**config.mk**
```make
export PLATFORM = sky130hd
export DESIGN_NAME = sysctl_regs
export DESIGN_NICKNAME = d
export VERILOG_FILES = /design/src/rtl/sysctl_pkg.sv /design/src/rtl/sysctl_addr_dec.sv /design/src/rtl/sysctl_pend_bank.sv /design/src/rtl/sysctl_read_mux.sv /design/src/rtl/sysctl_regs.sv
export SDC_FILE = /design/constraint.sdc
export NUM_CORES = 1
export LEC_CHECK = 0
export ABC_AREA = 1
export CAP_MARGIN = 20
export CORE_UTILIZATION = 30
export CTS_CLUSTER_DIAMETER = 30
export DETAILED_ROUTE_END_ITERATION = 16
export PLACE_DENSITY = 0.82
export SLEW_MARGIN = 20
export SYNTH_ARGS = -nofsm -noshare
export SYNTH_HDL_FRONTEND = slang
export SYNTH_SLANG_ARGS = --single-unit
```
**constraint.sdc**
```tcl
create_clock -name clk -period 1.6 [get_ports clk]
set_input_delay 0.4 -clock clk [delete_from_list [all_inputs] [get_ports clk]]
set_output_delay 0.4 -clock clk [all_outputs]
set_load 0.01 [all_outputs]
```
**src/rtl/sysctl_pkg.sv**
```systemverilog
package sysctl_pkg;
    localparam int WORD_W   = 32;
    localparam int EXC_W    = 6;

    // word slot indices (byte offset / 4)
    localparam int SLOT_ID    = 0;
    localparam int SLOT_ICS   = 1;
    localparam int SLOT_RST   = 3;
    localparam int SLOT_SLP   = 4;
    localparam int SLOT_CFG   = 5;
    localparam int SLOT_PRIA  = 7;
    localparam int SLOT_PRIB  = 8;

    localparam logic [31:0] ID_WORD   = 32'h410C_C200;
    localparam logic [31:0] CFG_WORD  = 32'h0000_0204;
    localparam logic [31:0] RST_READ  = 32'hFA05_0000;
    localparam logic [15:0] RST_KEY   = 16'h05FA;

    localparam logic [EXC_W-1:0] EXC_NMI    = 6'd2;
    localparam logic [EXC_W-1:0] EXC_PENDSV = 6'd14;
    localparam logic [EXC_W-1:0] EXC_TICK   = 6'd15;

    // pending bank index order
    localparam int PND_NMI  = 0;
    localparam int PND_PSV  = 1;
    localparam int PND_TICK = 2;
    localparam int PND_N    = 3;

    typedef struct packed {
        logic       sleep_exit;
        logic       deep;
        logic       sev;
        logic [1:0] svc_pr;
        logic [1:0] psv_pr;
        logic [1:0] tick_pr;
        logic       rst_req;
    } ctl_t;
endpackage

```
**src/rtl/sysctl_addr_dec.sv**
```systemverilog
module sysctl_addr_dec #(
    parameter int ADDR_W = 6,
    localparam int NSLOT = 2 ** (ADDR_W - 2)
) (
    input  logic              en,
    input  logic [ADDR_W-1:0] addr,
    output logic [NSLOT-1:0]  sel
);
    for (genvar i = 0; i < NSLOT; i++) begin : g_slot
        assign sel[i] = en && (addr[1:0] == 2'b00) &&
                        (addr[ADDR_W-1:2] == (ADDR_W-2)'(i));
    end
endmodule

```
**src/rtl/sysctl_pend_bank.sv**
```systemverilog
module sysctl_pend_bank #(
    parameter int N = 3
) (
    input  logic         clk,
    input  logic         rst_n,
    input  logic [N-1:0] set_i,
    input  logic [N-1:0] clr_i,
    output logic [N-1:0] pend_o
);
    logic [N-1:0] pend_d, pend_q;

    for (genvar i = 0; i < N; i++) begin : g_bit
        // clear has priority over every set source
        always_comb begin
            pend_d[i] = (pend_q[i] | set_i[i]) & ~clr_i[i];
        end
    end

    always_ff @(posedge clk or negedge rst_n) begin
        if (!rst_n) pend_q <= '0;
        else        pend_q <= pend_d;
    end

    assign pend_o = pend_q;
endmodule

```
**src/rtl/sysctl_read_mux.sv**
```systemverilog
module sysctl_read_mux #(
    parameter int NSLOT  = 16,
    parameter int WORD_W = 32
) (
    input  logic [NSLOT-1:0]        sel,
    input  logic [NSLOT*WORD_W-1:0] words,
    output logic [WORD_W-1:0]       rdata
);
    logic [NSLOT-1:0][WORD_W-1:0] gated;

    for (genvar i = 0; i < NSLOT; i++) begin : g_gate
        assign gated[i] = sel[i] ? words[i*WORD_W +: WORD_W] : '0;
    end

    always_comb begin
        rdata = '0;
        for (int i = 0; i < NSLOT; i++) rdata = rdata | gated[i];
    end
endmodule

```
**src/rtl/sysctl_regs.sv**
```systemverilog
module sysctl_regs
    import sysctl_pkg::*;
#(
    parameter int ADDR_W = 6
) (
    input  logic              clk,
    input  logic              rst_n,
    input  logic              bus_en,
    input  logic              bus_we,
    input  logic [ADDR_W-1:0] bus_addr,
    input  logic [31:0]       bus_wdata,
    output logic [31:0]       bus_rdata,
    input  logic [5:0]        act_exc,
    input  logic [5:0]        pend_vec,
    input  logic              irq_pending,
    input  logic              systick_evt,
    input  logic              ack_valid,
    input  logic [5:0]        ack_num,
    output logic              nmi_pend,
    output logic              pendsv_pend,
    output logic              systick_pend,
    output logic [1:0]        svc_prio,
    output logic [1:0]        pendsv_prio,
    output logic [1:0]        systick_prio,
    output logic              sleep_on_exit,
    output logic              deep_sleep,
    output logic              sev_on_pend,
    output logic              reset_req
);
    localparam int NSLOT = 2 ** (ADDR_W - 2);

    logic [NSLOT-1:0]        sel;
    logic [NSLOT*WORD_W-1:0] words;
    logic [PND_N-1:0]        pnd_set, pnd_clr, pnd_q;
    logic                    wr_ics, wr_rst, wr_slp, wr_pria, wr_prib;
    logic                    key_ok;
    logic [31:0]             ics_word;
    ctl_t                    ctl_d, ctl_q;

    sysctl_addr_dec #(.ADDR_W(ADDR_W)) u_dec (
        .en   (bus_en),
        .addr (bus_addr),
        .sel  (sel)
    );

    assign wr_ics  = sel[SLOT_ICS]  & bus_we;
    assign wr_rst  = sel[SLOT_RST]  & bus_we;
    assign wr_slp  = sel[SLOT_SLP]  & bus_we;
    assign wr_pria = sel[SLOT_PRIA] & bus_we;
    assign wr_prib = sel[SLOT_PRIB] & bus_we;
    assign key_ok  = (bus_wdata[31:16] == RST_KEY);

    // pending set/clear sources
    always_comb begin
        pnd_set[PND_NMI]  = wr_ics & bus_wdata[31];
        pnd_set[PND_PSV]  = wr_ics & bus_wdata[28];
        pnd_set[PND_TICK] = (wr_ics & bus_wdata[26]) | systick_evt;
        pnd_clr[PND_NMI]  = ack_valid & (ack_num == EXC_NMI);
        pnd_clr[PND_PSV]  = (wr_ics & bus_wdata[27]) |
                            (ack_valid & (ack_num == EXC_PENDSV));
        pnd_clr[PND_TICK] = (wr_ics & bus_wdata[25]) |
                            (ack_valid & (ack_num == EXC_TICK));
    end

    sysctl_pend_bank #(.N(PND_N)) u_pend (
        .clk    (clk),
        .rst_n  (rst_n),
        .set_i  (pnd_set),
        .clr_i  (pnd_clr),
        .pend_o (pnd_q)
    );

    // control state next value
    always_comb begin
        ctl_d         = ctl_q;
        ctl_d.rst_req = wr_rst & key_ok & bus_wdata[2];
        if (wr_slp) begin
            ctl_d.sleep_exit = bus_wdata[1];
            ctl_d.deep       = bus_wdata[2];
            ctl_d.sev        = bus_wdata[4];
        end
        if (wr_pria) ctl_d.svc_pr = bus_wdata[31:30];
        if (wr_prib) begin
            ctl_d.psv_pr  = bus_wdata[23:22];
            ctl_d.tick_pr = bus_wdata[31:30];
        end
    end

    always_ff @(posedge clk or negedge rst_n) begin
        if (!rst_n) ctl_q <= '0;
        else        ctl_q <= ctl_d;
    end

    // readback words
    always_comb begin
        ics_word        = '0;
        ics_word[31]    = pnd_q[PND_NMI];
        ics_word[28]    = pnd_q[PND_PSV];
        ics_word[26]    = pnd_q[PND_TICK];
        ics_word[22]    = irq_pending;
        ics_word[17:12] = pend_vec;
        ics_word[5:0]   = act_exc;
    end

    always_comb begin
        words = '0;
        words[SLOT_ID*WORD_W   +: WORD_W] = ID_WORD;
        words[SLOT_ICS*WORD_W  +: WORD_W] = ics_word;
        words[SLOT_RST*WORD_W  +: WORD_W] = RST_READ;
        words[SLOT_SLP*WORD_W  +: WORD_W] = {27'b0, ctl_q.sev, 1'b0,
                                             ctl_q.deep, ctl_q.sleep_exit, 1'b0};
        words[SLOT_CFG*WORD_W  +: WORD_W] = CFG_WORD;
        words[SLOT_PRIA*WORD_W +: WORD_W] = {ctl_q.svc_pr, 30'b0};
        words[SLOT_PRIB*WORD_W +: WORD_W] = {ctl_q.tick_pr, 6'b0,
                                             ctl_q.psv_pr, 22'b0};
    end

    sysctl_read_mux #(.NSLOT(NSLOT), .WORD_W(WORD_W)) u_rmux (
        .sel   (sel),
        .words (words),
        .rdata (bus_rdata)
    );

    assign nmi_pend      = pnd_q[PND_NMI];
    assign pendsv_pend   = pnd_q[PND_PSV];
    assign systick_pend  = pnd_q[PND_TICK];
    assign svc_prio      = ctl_q.svc_pr;
    assign pendsv_prio   = ctl_q.psv_pr;
    assign systick_prio  = ctl_q.tick_pr;
    assign sleep_on_exit = ctl_q.sleep_exit;
    assign deep_sleep    = ctl_q.deep;
    assign sev_on_pend   = ctl_q.sev;
    assign reset_req     = ctl_q.rst_req;
endmodule

```
==> results.md, run 1 <==
- Status: finished, violations left
- Failing checks: setup timing
- Gate Count Post-Synth: about 170
- WL final: ~4300 um
- # hold bufs at CTS: 0
- Final worst slack: -0.161 ns
- IO Port Bufs: 87
- Setup violators final: 20
- Setup CP Type: in2out
- HPWL after detailed placement: about 2800 um
- Max cap viols: 0
- CTS tree: done
- TritonCTS Buffers: 3
- Count of pins over their slew limit: 0
- Worst path bufs/invs: 5
- Vias in the first global route: 1487
- Worst skew pair latency: about 0.28 ns
- Most common cell after layout, fill and taps aside: clkdlybuf4s50_1
- Seq cells post-synth: 13
- Critical-path top delay cell: buf_2
- Remaining antenna violation count: 0
- Clk slew on worst S/H paths: 0.08 ns
- CTS Sinks: 13
- CP Capture Type: primary output
- Post-synth EDFFs: 0
- Mean Syn Cell Area: between 6 and 7 um^2
- RePlAce Congestion: just over 0.8
- Total grt overflow: 0
- Die area: around 4000 um^2
- Largest net degree at the start of global routing: 14
- Power Total: 1.02 mW
- Worst VDD drop: 0.198 mV
- Yosys cell types: 23
- Initial core utilization: 0.321
- Post-Syn Area: between 1000 and 1500 um^2
- Crit path max fanout: 6
- Final Util: 0.728
- YS warnings: 0
- Cell Pwr Density: between 400 and 500 nW/um^2
- Peak per-stage delay on the critical path: roughly 0.16 ns
- I/O pin total: about 110
- RSZ-0062 raised after global routing: yes
- Post-synth top flop: dfrtp_1
- Most frequent cell on the critical path: buf_6
- Detailed Routing Iterations Pass 1: 4
- Crit path time final: between 1.5 and 2 ns
- Die height: between 60 and 70 um
- Ys async rst share: 1.00
- Final cell count without fillers: 327
- Worst slack at placement: -0.906 ns
- Fmax: 568 MHz
- First-pass GRT wire length: 6670 um
- Clk_skew: 0 ns
- CTS HTree Levels: 1
- Hold WC Path Type: in2async
- Sequential share of the synthesized area: 0.296
- Initial antenna violation count: 0
- CP top delay family: buffers and inverters
- Final nets: between 300 and 400
- Routed wire length per instance: ~13 um
- Total track usage: 0.214
- CORE AREA: 3420 um^2
- Pleak: between 1 and 1.5 nW
- Most frequent cells in the layout: 47 x clkdlybuf4s50_1, 28 x buf_6, 22 x nand2_1
- Iter 0 DRT Violations: 45
- Crit share post-route: 1.10
- Crit path DAT: between 1 and 1.5 ns
- Layout cell share with drive strength beyond 1: 0.431
- Longest Clk Path Bufs: 2
- Row Count: 21
- Vias per inst: 4.55
- Root Driver: clkbuf_4
- Fill count: between 200 and 300
- CP Data Required Time: 1.20 ns
- Worst-path cell chain: buf_6 > inv_4 > nand2_4 > nor2_4 > buf_6 > buf_6 > nand3_2 > nand4_1 > buf_2
- DRC: 0
- Placed Instances: 306
- ANT cells: 0
- Area grow syn2layout: 127%
- Final Hold Fails: 0
- Die X: approximately 62 um
- Vias after detailed routing: approximately 1500
- Crit path launch type: primary input
Yosys cell counts (2+ instances only):
cell     number  area (um^2)
nand2_1      35          131
inv_1        24         90.1
nor2_1       21         78.8
nand3_1      14         70.1
buf_4        13         97.6
dfrtp_1      13          325
o21ai_1      11         55.1
nand4_1       9         56.3
nor3_1        4         20.0
inv_2         3         11.3
nor2_4        3         33.8
nor2_2        2         12.5
nor3_2        2         20.0
nor3b_1       2         15.0
or2_2         2         12.5
layer usage:
metal / up-vias / global-route usage / wire length [um]
met2: 60 / 0.413 / 2310
li1: 752 / - / -
met3: 4 / 0.0365 / 255
met4: 0 / 0.0698 / 44
met5: - / 0 / 0
met1: 673 / 0.231 / 1640
where the power goes:
| part | switching (mW) | total, mW | internal, mW |
|---|---|---|---|
| Clock | 0.106 | 0.198 | 0.0926 |
| Combinational | 0.191 | 0.432 | 0.241 |
| Sequential | 0.0246 | 0.388 | 0.363 |
cells by family after synthesis:
group / synth area share
other: 0.00342
AO/OA/AOI/OAI: 0.0661
flip-flops: 0.296
buffers and inverters: 0.181
AND/OR/NAND/NOR: 0.453
path summary, 6_finish.rpt:
check / start / to / slack [ns] / depth (start not counted)
worst max-delay path: bus_addr[5] / bus_rdata[31] / -0.16 / 9
worst min-delay path: rst_n / sleep_on_exit$_DFFE_PN0P_ / 0.42 / 2
worst max register to register: u_pend.pend_o[2]$_DFF_PN0_ / u_pend.pend_o[2]$_DFF_PN0_ / 0.65 / 3
worst min register to register: systick_prio[1]$_DFFE_PN0P_ / systick_prio[1]$_DFFE_PN0P_ / 0.53 / 2
max in group asynchronous: rst_n / svc_prio[1]$_DFFE_PN0P_ / 1.01 / 2
min in group clk: systick_prio[1]$_DFFE_PN0P_ / systick_prio[1]$_DFFE_PN0P_ / 0.53 / 2
repair_timing:
action,4_1_cts,5_1_grt
pin swaps,21,19
setup buffers,18,0
cloned,1,0
endpoints found under the setup margin,30,28
resized for setup,194,48
final cells by class:
type,count,area [um^2],share of cell area
clock buffer,3,22.5,0.00906
clock inverter,1,5.00,0.00201
inverter,27,114,0.0458
multi-input combinational,120,837,0.337
sequential,13,325,0.131
tap,46,57.6,0.0232
timing repair buffer,117,1120,0.452
metrics by stage:
stage,area [um^2],hold WS [ns],setup TNS (ns)
final,2490,0.417,-1.08
after global placement,2060,0.493,-23.13
after detailed placement,2060,0.506,-23.86
after global routing,2490,0.446,-2.05
after floorplan,1120,0.104,0
after CTS,2280,0.414,-0.782
flip-flops by register name, summed over array words and instances (netlist names):
name	cells
sev_on_pend	1
deep_sleep	1
pendsv_prio	2
systick_prio	2
sleep_on_exit	1
svc_prio	2
reset_req	1
u_pend.pend_o	3
(Power assumes the default switching activity.)
==> run 2: changes to the inputs <==
Settings changed: RECOVER_POWER set to 25.
==> results.md, run 2 (synthesis gave the netlist of run 1 again) <==
- Most frequent cells in the layout: 46 x clkdlybuf4s50_1, 28 x buf_6, 22 x nand2_1
- Post-DP Area: 2060 um^2 (unchanged)
- Hold slack: 0.532 ns (+0.116 ns)
- CTS tree: done
- Final Hold Fails: 0 (unchanged)
- CORE AREA: 3420 um^2 (unchanged)
- Initial antenna violation count: 0 (unchanged)
- Vias in the first global route: 1487 (unchanged)
- I/O pin total: 108 (unchanged)
- Crit path launch type: primary input
- Clk_skew: 0 ns (unchanged)
- Routed wire length per instance: 13.0 um (about the same)
- Crit path DAT: 1.36 ns (about the same)
- CP Data Required Time: 1.20 ns (about the same)
- Die X: 62.5 um (unchanged)
- Root Driver: clkbuf_4
- Initial core utilization: 0.321 (unchanged)
- WL final: 4260 um (about the same)
- RePlAce Congestion: 0.811 (unchanged)
- Worst skew pair latency: 0.28 ns (about the same)
- CTS Sinks: 13 (unchanged)
- CP Capture Type: primary output
- Critical-path top delay cell: buf_2
- Crit path time final: 1.76 ns (unchanged)
- Worst VDD drop: 0.198 mV (about the same)
- Most common cell after layout, fill and taps aside: clkdlybuf4s50_1
- Peak per-stage delay on the critical path: 0.16 ns (about the same)
- Fmax: 568 MHz (unchanged)
- Remaining antenna violation count: 0 (unchanged)
- Die area: 3900 um^2 (unchanged)
- Cell Pwr Density: 409 nW/um^2 (about the same)
- Iter 0 DRT Violations: 45 (unchanged)
- Final nets: 345 (unchanged)
- Status: finished, violations left
- First-pass GRT wire length: 6670 um (unchanged)
- Worst-margin pin slew: roughly 0.73 ns
- Power Total: 1.02 mW (-0.17%)
- Layout cell share with drive strength beyond 1: 0.427 (-0.00356)
- Hold WC Path Type: reg2reg
- Setup CP Type: in2out
- Clk slew on worst S/H paths: 0.08 ns (about the same)
- Largest net degree at the start of global routing: 14 (unchanged)
- IO Port Bufs: 87 (unchanged)
- RSZ-0062 raised after global routing: yes
- Count of pins over their slew limit: 0 (unchanged)
- DRC: 0 (unchanged)
- Final cell count without fillers: 327 (unchanged)
- ANT cells: 0 (unchanged)
- Crit share post-route: 1.10 (unchanged)
- HPWL after detailed placement: 2800 um (unchanged)
- Total track usage: 0.214 (unchanged)
- Longest Clk Path Bufs: 2 (unchanged)
- Crit path max fanout: 6 (unchanged)
- Worst path bufs/invs: 5 (unchanged)
- Final Util: 0.727 (-0.00110)
- Setup violators final: 20 (unchanged)
- Failing checks: setup timing
- # hold bufs at CTS: 0 (unchanged)
- Total grt overflow: 0 (unchanged)
- Area grow syn2layout: 126%
- Final worst slack: -0.161 ns (unchanged)
- Detailed Routing Iterations Pass 1: 4 (unchanged)
- Rel. slew slack: 0.516
- Placed Instances: 306 (unchanged)
- Die height: 62.5 um (unchanged)
- CP top delay family: buffers and inverters
- CTS HTree Levels: 1 (unchanged)
- Worst-path cell chain: buf_6 > inv_4 > nand2_4 > nor2_4 > buf_6 > buf_6 > nand3_2 > nand4_1 > buf_2
- TritonCTS Buffers: 3 (unchanged)
- Setup TNS: -1.07 ns (+0.000860 ns)
- Vias after detailed routing: 1492 (+0.20%)
- Max reg flops: 3 (unchanged)
- Row Count: 21 (unchanged)
- Most frequent cell on the critical path: buf_6
- Max cap viols: 0 (unchanged)
- Post-route cell area: 2480 um^2 (-0.15%)
- Worst slack at placement: -0.906 ns (unchanged)
- Vias per inst: 4.56 (+0.20%)
- Pleak: 1.21 nW (-0.28%)
==> run 2: worst paths after layout <==
check,slack [ns],startpoint,end,cells past startpoint
setup reg to reg,0.65,u_pend.pend_o[2]$_DFF_PN0_,u_pend.pend_o[2]$_DFF_PN0_,3
hold reg to reg,0.53,systick_prio[1]$_DFFE_PN0P_,systick_prio[1]$_DFFE_PN0P_,2
setup / recovery,-0.16,bus_addr[5],bus_rdata[31],9
hold / removal,0.53,systick_prio[1]$_DFFE_PN0P_,systick_prio[1]$_DFFE_PN0P_,2
max in group asynchronous,0.45,rst_n,svc_prio[1]$_DFFE_PN0P_,2
min in group asynchronous,0.68,rst_n,sleep_on_exit$_DFFE_PN0P_,2
==> run 2: worst reg2reg max path: cells and delay by family, from the launching register on <==
family / cells / cell delay (ns)
and+or+nand+nor: 3 / 0.44
DFF: 1 / 0.40
==> run 2: cell type report <==
type	count	area (um^2)
multi-input cells	120	837
clock buffers	3	22.5
fillers	258	933
well taps	46	57.6
flip-flops and latches	13	325
inverters	27	114
repair buffers	117	1120
clock inverters	1	5.00
==> run 2: what timing repair did <==
item / 4_1_cts / 5_1_grt
gates cloned: 1 / 0
pin swaps: 21 / 19
endpoints found under the hold margin: 0 / 0
resized for setup: 194 / 48
buffers inserted: 18 / 0
endpoints found under the setup margin: 30 / 28
==> run 2: power breakdown <==
group / switching [mW] / total [mW] / leakage [nW] / internal (mW)
clock: 0.106 / 0.198 / 0.0177 / 0.0926
sequential: 0.0246 / 0.388 / 0.143 / 0.363
combinational: 0.191 / 0.430 / 1.05 / 0.239
total: 0.321 / 1.02 / 1.21 / 0.695
==> run 2: metal layers <==
metal | global-route usage | up-vias | wire length (um)
li1 | - | 752 | -
met1 | 0.231 | 676 | 1640
met2 | 0.413 | 60 | 2320
met3 | 0.0365 | 4 | 255
met4 | 0.0698 | 0 | 44
met5 | 0 | - | 0
